### src/rtl/halt_sequencer.sv
module halt_sequencer (
  input  logic clk,
  input  logic rst_n,
  input  logic irq_req,
  input  logic src_bus,
  input  logic dma_to_mem,
  input  logic fetch_busy,
  input  logic fetch_done,
  input  logic bus_fault,
  input  logic data_busy,
  input  logic hs_busy,
  input  logic sync_pend,
  input  logic xfer_busy,
  input  logic fifo_empty,
  output logic halt_done,
  output logic flush_req,
  output logic ip_advance,
  output logic exec_go
);

  typedef enum logic [1:0] {S_RUN, S_WAIT, S_HALTED} state_t;

  state_t state;
  logic   need_flush;
  logic   acts_clear;
  logic   flush_now;

  assign acts_clear = ~data_busy & ~hs_busy & ~sync_pend & ~xfer_busy
                    & (~fetch_busy | bus_fault);
  assign flush_now  = src_bus & dma_to_mem & ~fifo_empty;

  assign flush_req  = (state == S_WAIT) & need_flush & ~fifo_empty;
  assign ip_advance = fetch_busy & fetch_done & ~bus_fault;
  assign exec_go    = ip_advance & (state == S_RUN) & ~irq_req;

  always_ff @(posedge clk) begin
    if (!rst_n) begin
      state      <= S_RUN;
      need_flush <= 1'b0;
      halt_done  <= 1'b0;
    end else begin
      halt_done <= 1'b0;
      unique case (state)
        S_RUN:
          if (irq_req) begin
            need_flush <= flush_now;
            if (acts_clear && !flush_now) begin
              state     <= S_HALTED;
              halt_done <= 1'b1;
            end else begin
              state <= S_WAIT;
            end
          end
        S_WAIT:
          if (acts_clear && (!need_flush || fifo_empty)) begin
            state      <= S_HALTED;
            halt_done  <= 1'b1;
            need_flush <= 1'b0;
          end
        S_HALTED:
          if (!irq_req) state <= S_RUN;
        default: state <= S_RUN;
      endcase
    end
  end

endmodule


### config.mk
export PLATFORM = sky130hd
export DESIGN_NAME = halt_sequencer
export DESIGN_NICKNAME = d
export VERILOG_FILES = /design/src/rtl/halt_sequencer.sv
export SDC_FILE = /design/constraint.sdc
export NUM_CORES = 1
export LEC_CHECK = 0
export ABC_CLOCK_PERIOD_IN_PS = 1650
export BUFFER_PORTS_ARGS = -buffer_cell sky130_fd_sc_hd__buf_2
export CAP_MARGIN = 20
export CORE_AREA = 5 5 42 44
export CTS_BUF_LIST = sky130_fd_sc_hd__clkbuf_16
export DETAILED_ROUTE_END_ITERATION = 10
export DIE_AREA = 0 0 47 49
export PLACE_DENSITY = 0.41
export SLEW_MARGIN = 20
export SYNTH_ARGS = -nofsm -noshare
export SYNTH_HDL_FRONTEND = slang
export SYNTH_SLANG_ARGS = --single-unit
### constraint.sdc
create_clock -name clk -period 1.65 [get_ports clk]
set_clock_uncertainty 0.15 [all_clocks]
set_input_delay 0.0825 -clock clk [delete_from_list [all_inputs] [get_ports clk]]
set_output_delay 0.0825 -clock clk [all_outputs]
set_load 0.02 [all_outputs]
==> impl_metrics.tcl, run 1 <==
set metrics [dict create \
    min_to "state[1]$_SDFFE_PN0P_" \
    vias 304 \
    crit_type "register to output pin" \
    post-route-period-util_pct 79.8 \
    drt-pass1-iter-count 4 \
    grt_pass1_vias 298 \
    clockBufferDepth 2 \
    nets 64 \
    antenna_found_initial 0 \
    core_sq_um 1400 \
    r2r_setup_slack_ns 0.40 \
    outcome "completed" \
    power_mw 0.527 \
    cts.sinks 4 \
    holdPathStages 3 \
    grt_use_total_pct 8.32 \
    final_common_cell "buf_2" \
    syn_to_final_growth_pct 66.7 \
    cts_resized 0 \
    wirelength_um 720 \
    cp-end-kind "output pin" \
    clk_latency_ns 0.22 \
    cts_hold_buf 0 \
    cellLeakagePower_nw 0.203 \
    drt_iter0_drc 11 \
    cts_buffers 3 \
    drc_errors 0 \
    slew_headroom_pct 83.0 \
    yosys_warnings 0 \
    routedWlPerCell_um 11.1 \
    ys_ff_latch 4 \
    rr_startpoint "need_flush$_SDFFE_PN0P_" \
    cts_tree "yes" \
    path_clk_slew_ns 0.03 \
    postCtsSetupBuffers 0 \
    synth_area_sq_um 263 \
    reg2reg_depth 3 \
    p_per_area_nw_per_um2 1200 \
    rsz0062_at_grt "no" \
    finalSetupViolCount 0 \
    min_period_ns 1.32 \
    io_buffers 16 \
    arrival_ns 1.08 \
    netlist.area_leader.share_pct 30.5 \
    worstHoldStart "rst_n" \
    synthTopCellsByArea "dfxtp_1 (30%), a32oi_1 (6.7%), and3b_1 (6.7%)" \
    initial_core_util_pct 18.8 \
    gp_congestion 0.790 \
    drive_gt1_share_pct 46.9 \
    ys.flop_type "dfxtp_1" \
    worst_slew_pin_slew_ns 0.253 \
    synth_cells 30 \
    die-width_um 47 \
    synth_top_area_cell "dfxtp_1" \
    min_path_type "primary input to register" \
    cp-start-kind "register" \
    dpl.hpwl_um 582 \
    synth_fp_nets 43 \
    slew_violations 0 \
    avgSynthCellArea_sq_um 8.76 \
    cpMaxStageDelayCell "dfxtp_1" \
    dieArea_sq_um 2300 \
    tns_ns 0 \
    mostFrequentLayoutCells "buf_2 (16), dfxtp_1 (4), clkbuf_16 (3)" \
    io_pins 17 \
    synth_edf_count 0 \
    num_rows 14 \
    grt_overflow 0 \
    utilization_pct 31.3 \
    worstReg2RegEnd "state[0]$_SDFFE_PN0P_" \
    grt_pass1_wl_mm 1.21 \
    synth_cell_type_count 21 \
    cp_max_fo 8 \
    place_inst 62 \
    routed_via_density 4.68 \
    fmax_mhz 760 \
    crit_path_max_incr_delay_ns 0.43 \
    ir_worst_vdd_uv 420 \
    maxCapViolations 0 \
    dieHeight_um 49 \
    fin_cells 65 \
    cts-root-buf "clkbuf_16" \
    ys_async_sr_fraction_pct 0 \
    htreeDepth 1 \
    n_antenna_cell 0 \
    required_ns 1.42 \
    grt_max_degree 9 \
    seq_area_frac_synth_pct 30.5 \
    final_hold_viol_count 0 \
    ant_nets 0 \
    crit_chain "nor2_1, and3b_1, buf_2" \
]
## critical path: cells and delay by family (launching register included)
kind,cells,cell delay (ns)
flip-flops,1,0.43
buffers and inverters,1,0.15
AND/OR/NAND/NOR,2,0.28
## worst max path at each step
stage                                 start                     to  slack, ns  depth (start not counted)
floorplan                           hs_busy  state[1]$_SDFFE_PN0P_       0.39                          3
global placement                    hs_busy  state[1]$_SDFFE_PN0P_       0.24                          4
detailed placement                  hs_busy  state[1]$_SDFFE_PN0P_       0.25                          4
CTS                 need_flush$_SDFFE_PN0P_              flush_req       0.33                          3
global route        need_flush$_SDFFE_PN0P_              flush_req       0.22                          3
finish                state[0]$_SDFFE_PN0P_                exec_go       0.33                          3
## where the power goes
group / total [mW] / switching (mW) / internal (mW)
clock network: 0.376 / 0.0662 / 0.309
registers: 0.105 / 0.00463 / 0.101
logic: 0.0460 / 0.0214 / 0.0246
## per-layer routing
metal  wire [um]  GRT usage (%)  vias to the layer above
li1            -              -                      155
met4          54           12.4                        0
met5           0              0                        -
met1         299           8.15                      130
met2         296           9.95                       15
met3          70           3.69                        4
## per-stage QoR
stage / worst slack, ns / instance area, sq um / hold WS [ns]
floorplan: 0.389 / 263 / 0.0810
global placement: 0.244 / 363 / 0.240
detailed placement: 0.247 / 363 / 0.240
CTS: 0.331 / 438 / 0.0106
global route: 0.220 / 438 / 0.0304
finish: 0.334 / 438 / 0.00864
## synthesized netlist by cell type, drive strengths merged (2+ instances only)
library cell	count
and3b	2
nor4	2
a32oi	2
dfxtp	4
inv	2
nor2	2
nand2	2
and2b	2
## cells by family after synthesis
family	share of synthesized area [%]
AND/OR/NAND/NOR	49.1
flip-flops	30.5
buffers and inverters	2.86
AO/OA/AOI/OAI	17.6
## state kept, by name, indices dropped and copies added, names as in the netlist
name	count
need_flush	1
halt_done	1
state	2
## final cells by class
class | count | area, sq um
inverter | 2 | 7.51
tap | 16 | 20.0
fill | 155 | 963
clock buffer | 3 | 75.1
timing repair buffer | 16 | 80.1
sequential | 4 | 80.1
multi-input combinational | 24 | 175
Note: power is estimated with default switching activity, not from simulation.
==> run 2, diff against run 1 <==
--- a/config.mk
+++ b/config.mk
@@ -5,7 +5,7 @@
 export SDC_FILE = /design/constraint.sdc
 export NUM_CORES = 1
 export LEC_CHECK = 0
-export ABC_CLOCK_PERIOD_IN_PS = 1650
+export ABC_CLOCK_PERIOD_IN_PS = 1350
 export BUFFER_PORTS_ARGS = -buffer_cell sky130_fd_sc_hd__buf_2
 export CAP_MARGIN = 20
 export CORE_AREA = 5 5 42 44
==> constraint.sdc (replaced) <==
create_clock -name clk -period 1.35 [get_ports clk]
set_clock_uncertainty 0.15 [all_clocks]
set_input_delay 0.0675 -clock clk [delete_from_list [all_inputs] [get_ports clk]]
set_output_delay 0.0675 -clock clk [all_outputs]
set_load 0.02 [all_outputs]
==> impl_metrics.tcl, run 2 (synthesis results as in run 1) <==
set metrics [dict create \
    dpl.hpwl_um 625 \
    cpMaxStageDelayCell "dfxtp_2" \
    fmax_mhz 775 \
    p_sw_mw 0.111 \
    drc_errors 0 \
    io_buffers 16 \
    p_per_area_nw_per_um2 1380 \
    core_sq_um 1400 \
    n_antenna_cell 0 \
    clockBufferDepth 2 \
    rr_startpoint "need_flush$_SDFFE_PN0P_" \
    seqPwrFrac_pct 20.1 \
    cp_max_fo 3 \
    ir_worst_vdd_uv 414 \
    vias 312 \
    io_pins 17 \
    slew_violations 0 \
    wirelength_um 808 \
    nFillCells 154 \
    fin_cells 67 \
    cellLeakagePower_nw 0.216 \
    clock_power_share_pct 70.6 \
    cts_buffers 3 \
    die-width_um 47 \
    maxCapViolations 0 \
    power.internal_mw 0.534 \
    final_hold_viol_count 1 \
    r2r_setup_slack_ns 0.15 \
    crit_path_max_incr_delay_ns 0.32 \
    top_layer "met4" \
    cp-start-kind "register" \
    power_frac_comb_pct 9.2 \
    holdPathStages 3 \
    cts_tree "yes" \
    reg_top3 "state x2, halt_done x1, need_flush x1" \
    wl_met1_um 362 \
    routed_via_density 4.66 \
    path_clk_slew_ns 0.03 \
    worstHoldStart "irq_req" \
    post-route-period-util_pct 95.6 \
    place_area_sq_um 370 \
    syn_to_final_growth_pct 77.6 \
    whs_ns -0.00506 \
    drive_gt1_share_pct 54.9 \
    wl_met3_um 70 \
    cts-root-buf "clkbuf_16" \
    slew_headroom_pct 81.5 \
    mostFrequentLayoutCells "buf_2 (15), clkbuf_16 (3)" \
    drt-pass1-iter-count 4 \
    worst_slew_pin_slew_ns 0.276 \
    swShare_pct 17.2 \
    crit_type "register to output pin" \
    drt_iter0_drc 7 \
    min_to "state[0]$_SDFFE_PN0P_" \
    gp_congestion 0.779 \
    regMostFlops "state" \
    rsz0062_at_grt "yes" \
    ant_nets 0 \
    clk_latency_ns 0.22 \
    tns_ns 0 \
    fin_area_sq_um 467 \
    reg2reg_depth 3 \
    final_common_cell "buf_2" \
    cts.sinks 4 \
    antenna_found_initial 0 \
    required_ns 1.13 \
    grt_pass1_vias 313 \
    grt_use_total_pct 8.08 \
    dieArea_sq_um 2300 \
    cp-end-kind "output pin" \
    arrival_ns 1.07 \
    grt_overflow 0 \
    min_period_ns 1.29 \
    htreeDepth 1 \
    grt_pass1_wl_mm 1.30 \
    crit_chain "nand2b_1, buf_6, nor3b_2, buf_4" \
    place_inst 63 \
    outcome "finished, violations left" \
    largest_register_ffs 2 \
    dr_wl_met2_um 351 \
    nets 66 \
    routedWlPerCell_um 12.1 \
    violations "hold timing" \
    initial_core_util_pct 18.8 \
    grt_max_degree 9 \
    num_rows 14 \
    worstReg2RegEnd "state[0]$_SDFFE_PN0P_" \
    min_path_type "primary input to register" \
    finalSetupViolCount 0 \
    dieHeight_um 49 \
]
run 2: area by class of cell:
class | instances | area, sq um | share of cell area [%]
clock buffers | 3 | 75.1 | 16.1
inverters | 2 | 7.51 | 1.61
multi-input cells | 24 | 180 | 38.6
flip-flops and latches | 4 | 82.6 | 17.7
well taps | 16 | 20.0 | 4.29
repair buffers | 18 | 101 | 21.7
run 2: timing repair:
item | in CTS | in global routing
hold endpoints to repair | 0 | 0
gates resized for setup | 2 | 3
endpoints found under the setup margin | 1 | 2
buffers inserted | 0 | 1
hold buffers | 0 | 0
pin swaps | 0 | 1
run 2: power by group through the flow:
stage	sequential [mW]	clock [mW]	combinational, mW
final	0.130	0.455	0.0595
after global routing	0.131	0.474	0.0658
after CTS	0.129	0.463	0.0581
after detailed placement	0.130	0	0.0575
after global placement	0.131	0	0.0583
after floorplan	0.129	0	0.0303
run 2: how the worst max path moves through the flow:
stage / start / end / slack (ns) / cells past startpoint
after global placement: hs_busy / state[1]$_SDFFE_PN0P_ / -0.04 / 4
after CTS: need_flush$_SDFFE_PN0P_ / flush_req / 0.02 / 4
after detailed placement: hs_busy / state[1]$_SDFFE_PN0P_ / -0.05 / 4
after global routing: need_flush$_SDFFE_PN0P_ / flush_req / -0.04 / 4
final: need_flush$_SDFFE_PN0P_ / flush_req / 0.06 / 4
after floorplan: hs_busy / state[1]$_SDFFE_PN0P_ / 0.10 / 3
run 2: stage by stage:
stage / hold WS, ns / util [%] / total power, mW / setup slack (ns)
floorplan: 0.0660 / - / 0.159 / 0.104
global placement: 0.226 / 26.4 / 0.189 / -0.0415
detailed placement: 0.232 / 26.4 / 0.188 / -0.0517
CTS: 0.00184 / 32.2 / 0.650 / 0.0211
global route: 0.0104 / 33.3 / 0.670 / -0.0358
finish: -0.00506 / 33.3 / 0.645 / 0.0597
run 2: layer usage:
| metal | vias to the layer above | track usage [%] |
|---|---|---|
| met2 | 13 | 10.9 |
| met5 | - | 0 |
| met1 | 137 | 9.83 |
| li1 | 160 | - |
| met4 | 0 | 6.91 |
| met3 | 2 | 2.58 |
run 2: worst max-delay path: cells and delay by family (launching register included):
family / cells / cell delay (ns)
buffers and inverters: 2 / 0.29
flip-flops: 1 / 0.32
AND/OR/NAND/NOR: 2 / 0.24
